### config.mk
export PLATFORM = sky130hd
export DESIGN_NAME = dual_phase_pwm
export DESIGN_NICKNAME = d
export VERILOG_FILES = /design/src/rtl/pwm_pkg.sv /design/src/rtl/pwm_regs.sv /design/src/rtl/pwm_chan.sv /design/src/rtl/dual_phase_pwm.sv
export SDC_FILE = /design/constraint.sdc
export NUM_CORES = 1
export LEC_CHECK = 0
export ABC_AREA = 1
export CORE_ASPECT_RATIO = 1.1
export CORE_MARGIN = 5
export CORE_UTILIZATION = 50
export CTS_CLUSTER_DIAMETER = 50
export DETAILED_ROUTE_END_ITERATION = 10
export GPL_ROUTABILITY_DRIVEN = 1
export PLACE_DENSITY_LB_ADDON = 0.2
export SLEW_MARGIN = 15
export SYNTH_ARGS = -nofsm -noshare
export SYNTH_HDL_FRONTEND = slang
export SYNTH_SLANG_ARGS = --single-unit
### constraint.sdc
create_clock -name clk -period 1.78 [get_ports clk]
set_clock_uncertainty 0.15 [all_clocks]
set_input_delay 0.356 -clock clk [delete_from_list [all_inputs] [get_ports clk]]
set_output_delay 0.356 -clock clk [all_outputs]
set_load 0.02 [all_outputs]
### src/rtl/pwm_pkg.sv
package pwm_pkg;

    // Phase of one PWM channel
    typedef enum logic [1:0] {
        PH_IDLE = 2'd0,
        PH_HIGH = 2'd1,
        PH_LOW  = 2'd2
    } phase_e;

endpackage

### src/rtl/pwm_regs.sv
module pwm_regs #(
    parameter int DATA_W = 16,
    parameter int NUM_CH = 2,
    parameter int ADDR_W = 3
) (
    input  logic                           clk,
    input  logic                           rst_n,
    input  logic                           bus_sel,
    input  logic                           bus_wr,
    input  logic [ADDR_W-1:0]              bus_addr,
    input  logic [DATA_W-1:0]              bus_wdata,
    output logic [DATA_W-1:0]              bus_rdata,
    output logic [NUM_CH-1:0]              ch_en,
    output logic                           can_flag,
    output logic [NUM_CH-1:0][DATA_W-1:0]  hi_len,
    output logic [NUM_CH-1:0][DATA_W-1:0]  lo_len
);

    // Control word: one enable per channel, then the CAN flag
    localparam int CTRL_W  = NUM_CH + 1;
    localparam int LAST_RG = 2 * NUM_CH;

    typedef struct packed {
        logic [CTRL_W-1:0]             ctrl;
        logic [NUM_CH-1:0][DATA_W-1:0] hi;
        logic [NUM_CH-1:0][DATA_W-1:0] lo;
        logic [DATA_W-1:0]             rdata;
    } regs_t;

    regs_t q, d;

    always_comb begin
        d = q;
        if (bus_sel && bus_wr) begin
            if (bus_addr == '0) begin
                d.ctrl = bus_wdata[CTRL_W-1:0];
            end
            for (int c = 0; c < NUM_CH; c++) begin
                if (bus_addr == ADDR_W'(2 * c + 1)) d.hi[c] = bus_wdata;
                if (bus_addr == ADDR_W'(2 * c + 2)) d.lo[c] = bus_wdata;
            end
        end
        if (bus_sel && !bus_wr) begin
            d.rdata = '0;
            if (bus_addr == '0) begin
                d.rdata[CTRL_W-1:0] = q.ctrl;
            end
            for (int c = 0; c < NUM_CH; c++) begin
                if (bus_addr == ADDR_W'(2 * c + 1)) d.rdata = q.hi[c];
                if (bus_addr == ADDR_W'(2 * c + 2)) d.rdata = q.lo[c];
            end
        end
    end

    always_ff @(posedge clk or negedge rst_n) begin
        if (!rst_n) q <= '0;
        else        q <= d;
    end

    assign bus_rdata = q.rdata;
    assign ch_en     = q.ctrl[NUM_CH-1:0];
    assign can_flag  = q.ctrl[NUM_CH];
    assign hi_len    = q.hi;
    assign lo_len    = q.lo;

    // a control write stores exactly the defined bits
    a_r3_ctrl_store: assert property (@(posedge clk) disable iff (!rst_n)
        (bus_sel && bus_wr && bus_addr == '0)
        |=> ({can_flag, ch_en} == $past(bus_wdata[CTRL_W-1:0])));

    // reserved control bits read as zero
    a_r3_rsvd_zero: assert property (@(posedge clk) disable iff (!rst_n)
        (bus_sel && !bus_wr && bus_addr == '0)
        |=> (bus_rdata[DATA_W-1:CTRL_W] == '0));

    // writes past the last register leave all registers untouched
    a_r10_unmapped_wr: assert property (@(posedge clk) disable iff (!rst_n)
        (bus_sel && bus_wr && bus_addr > ADDR_W'(LAST_RG))
        |=> ($stable(ch_en) && $stable(can_flag) && $stable(hi_len) && $stable(lo_len)));

    // reads outside the map return zero
    a_r2_unmapped_rd: assert property (@(posedge clk) disable iff (!rst_n)
        (bus_sel && !bus_wr && bus_addr > ADDR_W'(LAST_RG))
        |=> (bus_rdata == '0));

endmodule

### src/rtl/pwm_chan.sv
module pwm_chan #(
    parameter int DATA_W = 16
) (
    input  logic              clk,
    input  logic              rst_n,
    input  logic              en_i,
    input  logic [DATA_W-1:0] hi_i,
    input  logic [DATA_W-1:0] lo_i,
    output logic              pwm_o
);

    import pwm_pkg::*;

    typedef struct packed {
        phase_e            phase;
        logic [DATA_W-1:0] cnt;
        logic [DATA_W-1:0] hi;
        logic [DATA_W-1:0] lo;
    } chan_t;

    chan_t q, d;

    always_comb begin
        d = q;
        unique case (q.phase)
            PH_IDLE: begin
                d.cnt = '0;
                if (en_i) begin
                    d.hi    = hi_i;
                    d.lo    = lo_i;
                    d.cnt   = DATA_W'(1);
                    d.phase = (hi_i != '0) ? PH_HIGH : PH_LOW;
                end
            end
            PH_HIGH: begin
                if (!en_i) begin
                    d.phase = PH_IDLE;
                    d.cnt   = '0;
                end else if (q.cnt >= q.hi) begin
                    d.hi  = hi_i;
                    d.lo  = lo_i;
                    d.cnt = DATA_W'(1);
                    if (lo_i != '0)      d.phase = PH_LOW;
                    else if (hi_i != '0) d.phase = PH_HIGH;
                    else                 d.phase = PH_LOW;
                end else begin
                    d.cnt = q.cnt + DATA_W'(1);
                end
            end
            PH_LOW: begin
                if (!en_i) begin
                    d.phase = PH_IDLE;
                    d.cnt   = '0;
                end else if (q.cnt >= q.lo) begin
                    d.hi    = hi_i;
                    d.lo    = lo_i;
                    d.cnt   = DATA_W'(1);
                    d.phase = (hi_i != '0) ? PH_HIGH : PH_LOW;
                end else begin
                    d.cnt = q.cnt + DATA_W'(1);
                end
            end
            default: begin
                d.phase = PH_IDLE;
                d.cnt   = '0;
            end
        endcase
    end

    always_ff @(posedge clk or negedge rst_n) begin
        if (!rst_n) q <= '0;
        else        q <= d;
    end

    assign pwm_o = en_i && (q.phase == PH_HIGH);

    // a cleared enable returns the channel to its idle phase
    a_r5_off_idle: assert property (@(posedge clk) disable iff (!rst_n)
        !en_i |=> (q.phase == PH_IDLE));

    // the high-phase counter stays within the latched length
    a_r4_cnt_bound: assert property (@(posedge clk) disable iff (!rst_n)
        (q.phase == PH_HIGH) |-> (q.cnt >= DATA_W'(1) && q.cnt <= q.hi));

    // a zero high length never produces a high phase
    a_r7_no_zero_high: assert property (@(posedge clk) disable iff (!rst_n)
        (q.phase == PH_HIGH) |-> (q.hi != '0));

    // latched lengths change only at a phase boundary
    a_r6_hold_len: assert property (@(posedge clk) disable iff (!rst_n)
        ((q.phase != PH_IDLE) && (q.cnt != DATA_W'(1))) |-> ($stable(q.hi) && $stable(q.lo)));

endmodule

### src/rtl/dual_phase_pwm.sv
module dual_phase_pwm #(
    parameter int DATA_W = 16,
    parameter int NUM_CH = 2,
    parameter int ADDR_W = 3
) (
    input  logic              clk,
    input  logic              rst_n,
    input  logic              bus_sel,
    input  logic              bus_wr,
    input  logic [ADDR_W-1:0] bus_addr,
    input  logic [DATA_W-1:0] bus_wdata,
    output logic [DATA_W-1:0] bus_rdata,
    output logic [NUM_CH-1:0] pwm_out,
    output logic              can_en
);

    logic [NUM_CH-1:0]             ch_en;
    logic [NUM_CH-1:0][DATA_W-1:0] hi_len;
    logic [NUM_CH-1:0][DATA_W-1:0] lo_len;

    pwm_regs #(
        .DATA_W (DATA_W),
        .NUM_CH (NUM_CH),
        .ADDR_W (ADDR_W)
    ) i_regs (
        .clk       (clk),
        .rst_n     (rst_n),
        .bus_sel   (bus_sel),
        .bus_wr    (bus_wr),
        .bus_addr  (bus_addr),
        .bus_wdata (bus_wdata),
        .bus_rdata (bus_rdata),
        .ch_en     (ch_en),
        .can_flag  (can_en),
        .hi_len    (hi_len),
        .lo_len    (lo_len)
    );

    for (genvar c = 0; c < NUM_CH; c++) begin : g_chan
        pwm_chan #(
            .DATA_W (DATA_W)
        ) i_chan (
            .clk   (clk),
            .rst_n (rst_n),
            .en_i  (ch_en[c]),
            .hi_i  (hi_len[c]),
            .lo_i  (lo_len[c]),
            .pwm_o (pwm_out[c])
        );
    end

    // a disabled channel never drives high
    a_r5_off_low: assert property (@(posedge clk) disable iff (!rst_n)
        ((pwm_out & ~ch_en) == '0));

endmodule

==> flow_summary.ini, run 1 <==
[setup_path]
cp_cell_sequence = ha_1, nand4_1, a21oi_1, nor2_2, buf_6, nand3_4, nand3_4, clkbuf_16, nand2_2, nand2_1
criticalPathCategory = reg -> reg
cpLargestDelayFamily = simple AND/OR/NAND/NOR gates
crit_top_cell = nand3_4
worst-path-buf-inv = 2
cp.arrival_ns = 2.36
start_kind = flop
cp_slowest_cell = dfrtp_1
crit_path_max_incr_delay_ns = 0.43
critPathCaptureType = flop
cp_max_fo = 8
worstPathRequired_ns = 1.95

[place]
finalWeightedCongestion = 0.8935
dp_hpwl_um = 19820
placement.io_buffers = 41

[route]
wl_um = 29880
avgRoutedWirePerCell_um = 17.03
drtIter0Drc = 616
drtAntennaViolNets = 0
dr.pass1.iters = 6
routed-via-count = 9459
vias_per_cell = 5.393
drc_errors = 0

[global_routing]
antenna_found_initial = 0
grt.overflow.total = 0
track_usage_pct = 24.34
grt_max_degree = 41
first_global_vias = 9189
grt_pass1_wl_um = 46410

[clock_network]
clkLatencyLatePin_ns = 0.44
clock_sinks = 183
clkSlewWorstSetupHoldPaths_ns = 0.08
cts_buffers = 17
h-tree-depth = 4
clockRootBuffer = clkbuf_16
tritoncts = built
cts_buffer_depth = 2

[pwr]
power.total_mw = 20.67
p_leak_nw = 6.828
ir_drop_mv = 0.8228
p_per_area_nw_per_um2 = 1439

[synth]
synthCells = 1287
async_flop_share_pct = 100.0
ys_seq_area_share_pct = 44.09
syn_area_per_cell_um2 = 8.070
yosysUniqueCellTypes = 36
synth.most_common_cell = nand2_1
synth_top_area_share_pct = 44.09
synth_edf_count = 0
synth_top_flop_cell = dfrtp_1
synth.net_count = 1384
synth_top_cell_by_area = dfrtp_1
synth_warnings = 0
synth_seq_cells = 183
synth_area_leaders = dfrtp_1 (44%), nand2_1 (12%), ha_1 (8.9%)
ys_top_cells_by_count = nand2_1 (338), dfrtp_1 (183), inv_1 (168)
syn_area_um2 = 10390

[floorplanning]
ioPinCount = 42
core_region_area_um2 = 20510
die_h_um = 161.2
die-area_um2 = 23760
initial_core_util_pct = 50.65
fp.dieW_um = 147.4
rows = 55

[cells_and_area]
nFillCells = 1496
final_core_util_pct = 70.02
diodes = 0
drive_above_1_share_pct = 33.18
syn_to_final_growth_pct = 38.26
final_nets = 1582

[hold_path]
hold_class = in -> async

[sta]
worst_pin_slew_ns = 0.4992
final.period_utilization_pct = 122.9
timing.fmax_mhz = 457.0
setup_viol = 101
maxSlewHeadroom_pct = 66.68
slew_violations = 0
fin_ws_ns = -0.4084
fin_setup_tns_ns = -35.21
hold_viol_final = 0
fin_crit_ns = 2.188
rsz0062_at_grt = true

[run]
drv_cap = 0

[run_status]
status = finished, violations left
violations = setup timing
-- placed cells by master, fill, tap and decap left out, drive strengths merged --
cell type	synthesis	routed
nand4	50	50
inv	170	177
o21bai	4	4
clkbuf	24	18
dlygate4sd2	0	17
a31oi	14	14
o21a	1	1
nand3b	1	1
nor4	4	4
or2	1	1
nor2	146	146
o31ai	1	1
o21ai	118	118
xor2	14	14
nand3	37	37
nor3	6	6
o22ai	17	17
ha	74	74
xnor2	9	9
a21oi	44	44
nand2	345	346
clkinv	0	8
clkdlybuf4s50	0	21
dfrtp	183	183
buf	24	186
dlygate4sd3	0	1
-- routing by layer --
metal | wire length (um) | global-route usage (%)
met3 | 1512 | 3.844
met4 | 983 | 7.754
met2 | 14510 | 40.93
met5 | 0 | 0
met1 | 12880 | 32.46
-- per-stage QoR --
stage          setup slack, ns  hold WS (ns)  area (um2)  instances
2_1_floorplan          -0.1098      -0.08959       10410       1287
3_3_place_gp           -0.3594        0.1283       12110       1671
3_5_place_dp           -0.4164        0.1272       12110       1671
4_1_cts                -0.3658        0.2273       13610       1740
5_1_grt                -0.5111        0.2544       14360       1754
6_report               -0.4084        0.2246       14360       1754
-- report_power, final --
group / internal, mW / leakage [nW] / switching (mW)
Combinational: 4.74 / 4.13 / 6.10
Clock: 1.93 / 0.301 / 1.96
Sequential: 5.15 / 2.40 / 0.779
Total: 11.8 / 6.83 / 8.84
-- state kept, by name (all words and copies together) (netlist names) --
signal and flops:
g_chan.i_chan.q 100, i_regs.bus_rdata 16, i_regs.can_flag 1, i_regs.ch_en 2, i_regs.hi_len 32, i_regs.lo_len 32
-- worst register-to-register path, cell delays in order, from the launching register on --
cell and delay [ns]:
dfrtp_1 0.43, ha_1 0.34, nand4_1 0.15, a21oi_1 0.19
nor2_2 0.08, buf_6 0.13, nand3_4 0.10, nand3_4 0.17
clkbuf_16 0.23, nand2_2 0.06, nand2_1 0.05
-- area by class of cell --
type	count	area, um2	share of cell area [%]
multi-input combinational	887	5968	41.56
sequential	183	4591	31.97
timing repair buffer	226	2216	15.43
inverter	170	640.6	4.461
clock buffer	17	425.4	2.962
tap	256	320.3	2.231
clock inverter	15	198.9	1.385
-- path summary, 6_finish.rpt --
path	from	endpoint	slack, ns	cells past startpoint
setup / recovery	g_chan[0].i_chan.q[47]	g_chan[0].i_chan.q[21]	-0.41	10
hold reg to reg	i_regs.lo_len[14]	i_regs.lo_len[14]	0.34	2
max in group asynchronous	rst_n	g_chan[0].i_chan.q[33]	0.67	3
min in group clk	i_regs.lo_len[14]	i_regs.lo_len[14]	0.34	2
setup reg to reg	g_chan[0].i_chan.q[47]	g_chan[0].i_chan.q[21]	-0.41	10
hold / removal	rst_n	g_chan[1].i_chan.q[44]	0.22	2
-- logic make-up after synthesis --
kind of cell	Yosys count	share of synthesized area, %
simple gates	590	24.91
fa+ha+maj	74	8.915
flops	183	44.09
compound gates	199	11.30
buf+inv	218	8.842
xor+xnor	23	1.940
-- what timing repair did --
item                                   in CTS  in global routing
gates cloned                                8                  1
resized for setup                         148                158
pin swaps                                  35                 46
endpoints found under the hold margin      35                  0
hold buffers                                1                  0
setup endpoints to repair                 119                107
buffers inserted                           28                 18
Power figures use the tool's default switching activity.
==> inputs of run 2 (changes only) <==
--- a/config.mk
+++ b/config.mk
@@ -8,12 +8,12 @@
 export ABC_AREA = 1
 export CORE_ASPECT_RATIO = 1.1
 export CORE_MARGIN = 5
-export CORE_UTILIZATION = 50
+export CORE_UTILIZATION = 56
 export CTS_CLUSTER_DIAMETER = 50
 export DETAILED_ROUTE_END_ITERATION = 10
 export GPL_ROUTABILITY_DRIVEN = 1
 export PLACE_DENSITY_LB_ADDON = 0.2
-export SLEW_MARGIN = 15
+export SLEW_MARGIN = 20
 export SYNTH_ARGS = -nofsm -noshare
 export SYNTH_HDL_FRONTEND = slang
 export SYNTH_SLANG_ARGS = --single-unit
==> flow_summary.ini, run 2 (same netlist as run 1, synthesis figures left out) <==
[setup_path]
worstPathRequired_ns = 2.00
criticalPathCategory = reg -> reg
critPathCaptureType = flop
start_kind = flop
cp.arrival_ns = 2.51
cp_max_fo = 8

[route]
vias_per_cell = 5.606
dr.pass1.iters = 8
drtIter0Drc = 855
avgRoutedWirePerCell_um = 18.21
routed-via-count = 9665
drtAntennaViolNets = 0
drc_errors = 0
wl_um = 31390

[sta]
rsz0062_at_grt = true
setup_viol = 102
maxSlewHeadroom_pct = 66.83
timing.fmax_mhz = 436.5
fin_crit_ns = 2.291
worst_pin_slew_ns = 0.4970
hold_viol_final = 0
fin_ws_ns = -0.5108
slew_violations = 0
fin_setup_tns_ns = -40.02
final.period_utilization_pct = 128.7

[floorplanning]
initial_core_util_pct = 56.61
rows = 52
core_region_area_um2 = 18350
ioPinCount = 42
die-area_um2 = 21370
die_h_um = 152.8
fp.dieW_um = 139.9

[clock_network]
clkSlewWorstSetupHoldPaths_ns = 0.08
clkLatencyLatePin_ns = 0.46
cts_buffers = 17
cts_buffer_depth = 2
clockRootBuffer = clkbuf_16
tritoncts = built
h-tree-depth = 4
clock_sinks = 183

[cells_and_area]
drive_above_1_share_pct = 28.22
layout.cells.most_common_list = nand2_1 (285), dfrtp_1 (173), inv_1 (156), buf_4 (137), nor2_1 (108)
regMostFlops = g_chan.i_chan.q
final_common_cell = nand2_1
largest_register_ff_count = 100
syn_to_final_growth_pct = 34.89
final_area_um2 = 14010
diodes = 0
final_nets = 1565

[global_routing]
track_usage_pct = 26.18
grt.overflow.total = 0
antenna_found_initial = 0
grt_max_degree = 46
grt_pass1_wl_um = 45570
first_global_vias = 9211

[place]
dp_hpwl_um = 19840
dpl_cell_area_um2 = 12070
finalWeightedCongestion = 0.8766
placement.io_buffers = 41

[run_status]
status = finished, violations left
violations = setup timing

[hold_path]
hold_class = in -> async

[run]
drv_cap = 0

[pwr]
p_leak_nw = 6.746
ir_drop_mv = 0.8669
p_per_area_nw_per_um2 = 1448
## run 2: changes by cell type in the layout (fill, tap and decap cells not counted), sizes merged
cell,change
clkinv,-3
clkbuf,+5
inv,+3
clkdlybuf4s50,-1
dlymetal6s2s,+1
buf,-22
## run 2: layout make-up
cell class / count / area, um2
Multi-Input combinational cell: 887 / 5806
Timing Repair Buffer: 209 / 2021
Clock buffer: 17 / 425.4
Inverter: 170 / 643.1
Clock inverter: 15 / 219.0
Tap cell: 243 / 304.0
Fill cell: 1216 / 4338
Sequential cell: 183 / 4592
## run 2: metrics by stage
| stage | hold slack (ns) | utilization, % | instances | power [mW] | setup slack, ns |
|---|---|---|---|---|---|
| after floorplan | -0.08959 | - | 1287 | 10.59 | -0.1098 |
| after CTS | 0.1826 | 70.71 | 1693 | 17.55 | -0.2961 |
| final | 0.1817 | 76.36 | 1724 | 20.28 | -0.5108 |
| after detailed placement | 0.09103 | 65.77 | 1654 | 13.07 | -0.3825 |
| after global placement | 0.08976 | 65.77 | 1654 | 12.84 | -0.3504 |
| after global routing | 0.1937 | 76.36 | 1724 | 21.44 | -0.5816 |
## run 2: repair_timing
item | in CTS | in global routing
setup buffers | 5 | 22
pin swaps | 14 | 24
cloned | 1 | 9
endpoints found under the hold margin | 158 | 0
hold buffers | 1 | 0
resized for setup | 83 | 138
endpoints found under the setup margin | 119 | 110
## run 2: report_power, final
part	internal, mW	total, mW	switching, mW
registers	5.15	5.95	0.798
clock network	1.99	4.08	2.09
logic	4.35	10.3	5.91
total	11.5	20.3	8.80
## run 2: critical path, stage by stage (launching register included)
cell       delay, ns
dfrtp_1         0.45
ha_1            0.34
a21oi_1         0.24
o21a_1          0.18
nand2_2         0.07
nand2_2         0.10
nand3_2         0.11
nand3_4         0.21
clkbuf_16       0.23
nand2_2         0.07
o21ai_2         0.06
## run 2: path summary, 6_finish.rpt
path                                           to                   start  slack [ns]  cells past startpoint
max                         g_chan[1].i_chan.q[3]  g_chan[1].i_chan.q[37]       -0.51                     10
min                        g_chan[1].i_chan.q[47]                   rst_n        0.18                      2
max reg2reg                 g_chan[1].i_chan.q[3]  g_chan[1].i_chan.q[37]       -0.51                     10
min reg2reg                g_chan[0].i_chan.q[10]  g_chan[0].i_chan.q[10]        0.33                      2
max in group asynchronous  g_chan[0].i_chan.q[37]                   rst_n        0.62                      3
min in group clk           g_chan[0].i_chan.q[10]  g_chan[0].i_chan.q[10]        0.33                      2
## run 2: metal layers
layer | vias to the layer above | share of wire, % | global-route usage [%]
met4 | 0 | 3.8 | 9.091
met5 | - | 0 | 0
met1 | 4649 | 41 | 35.85
met3 | 109 | 6.4 | 4.938
met2 | 380 | 49 | 42.04
li1 | 4527 | - | -
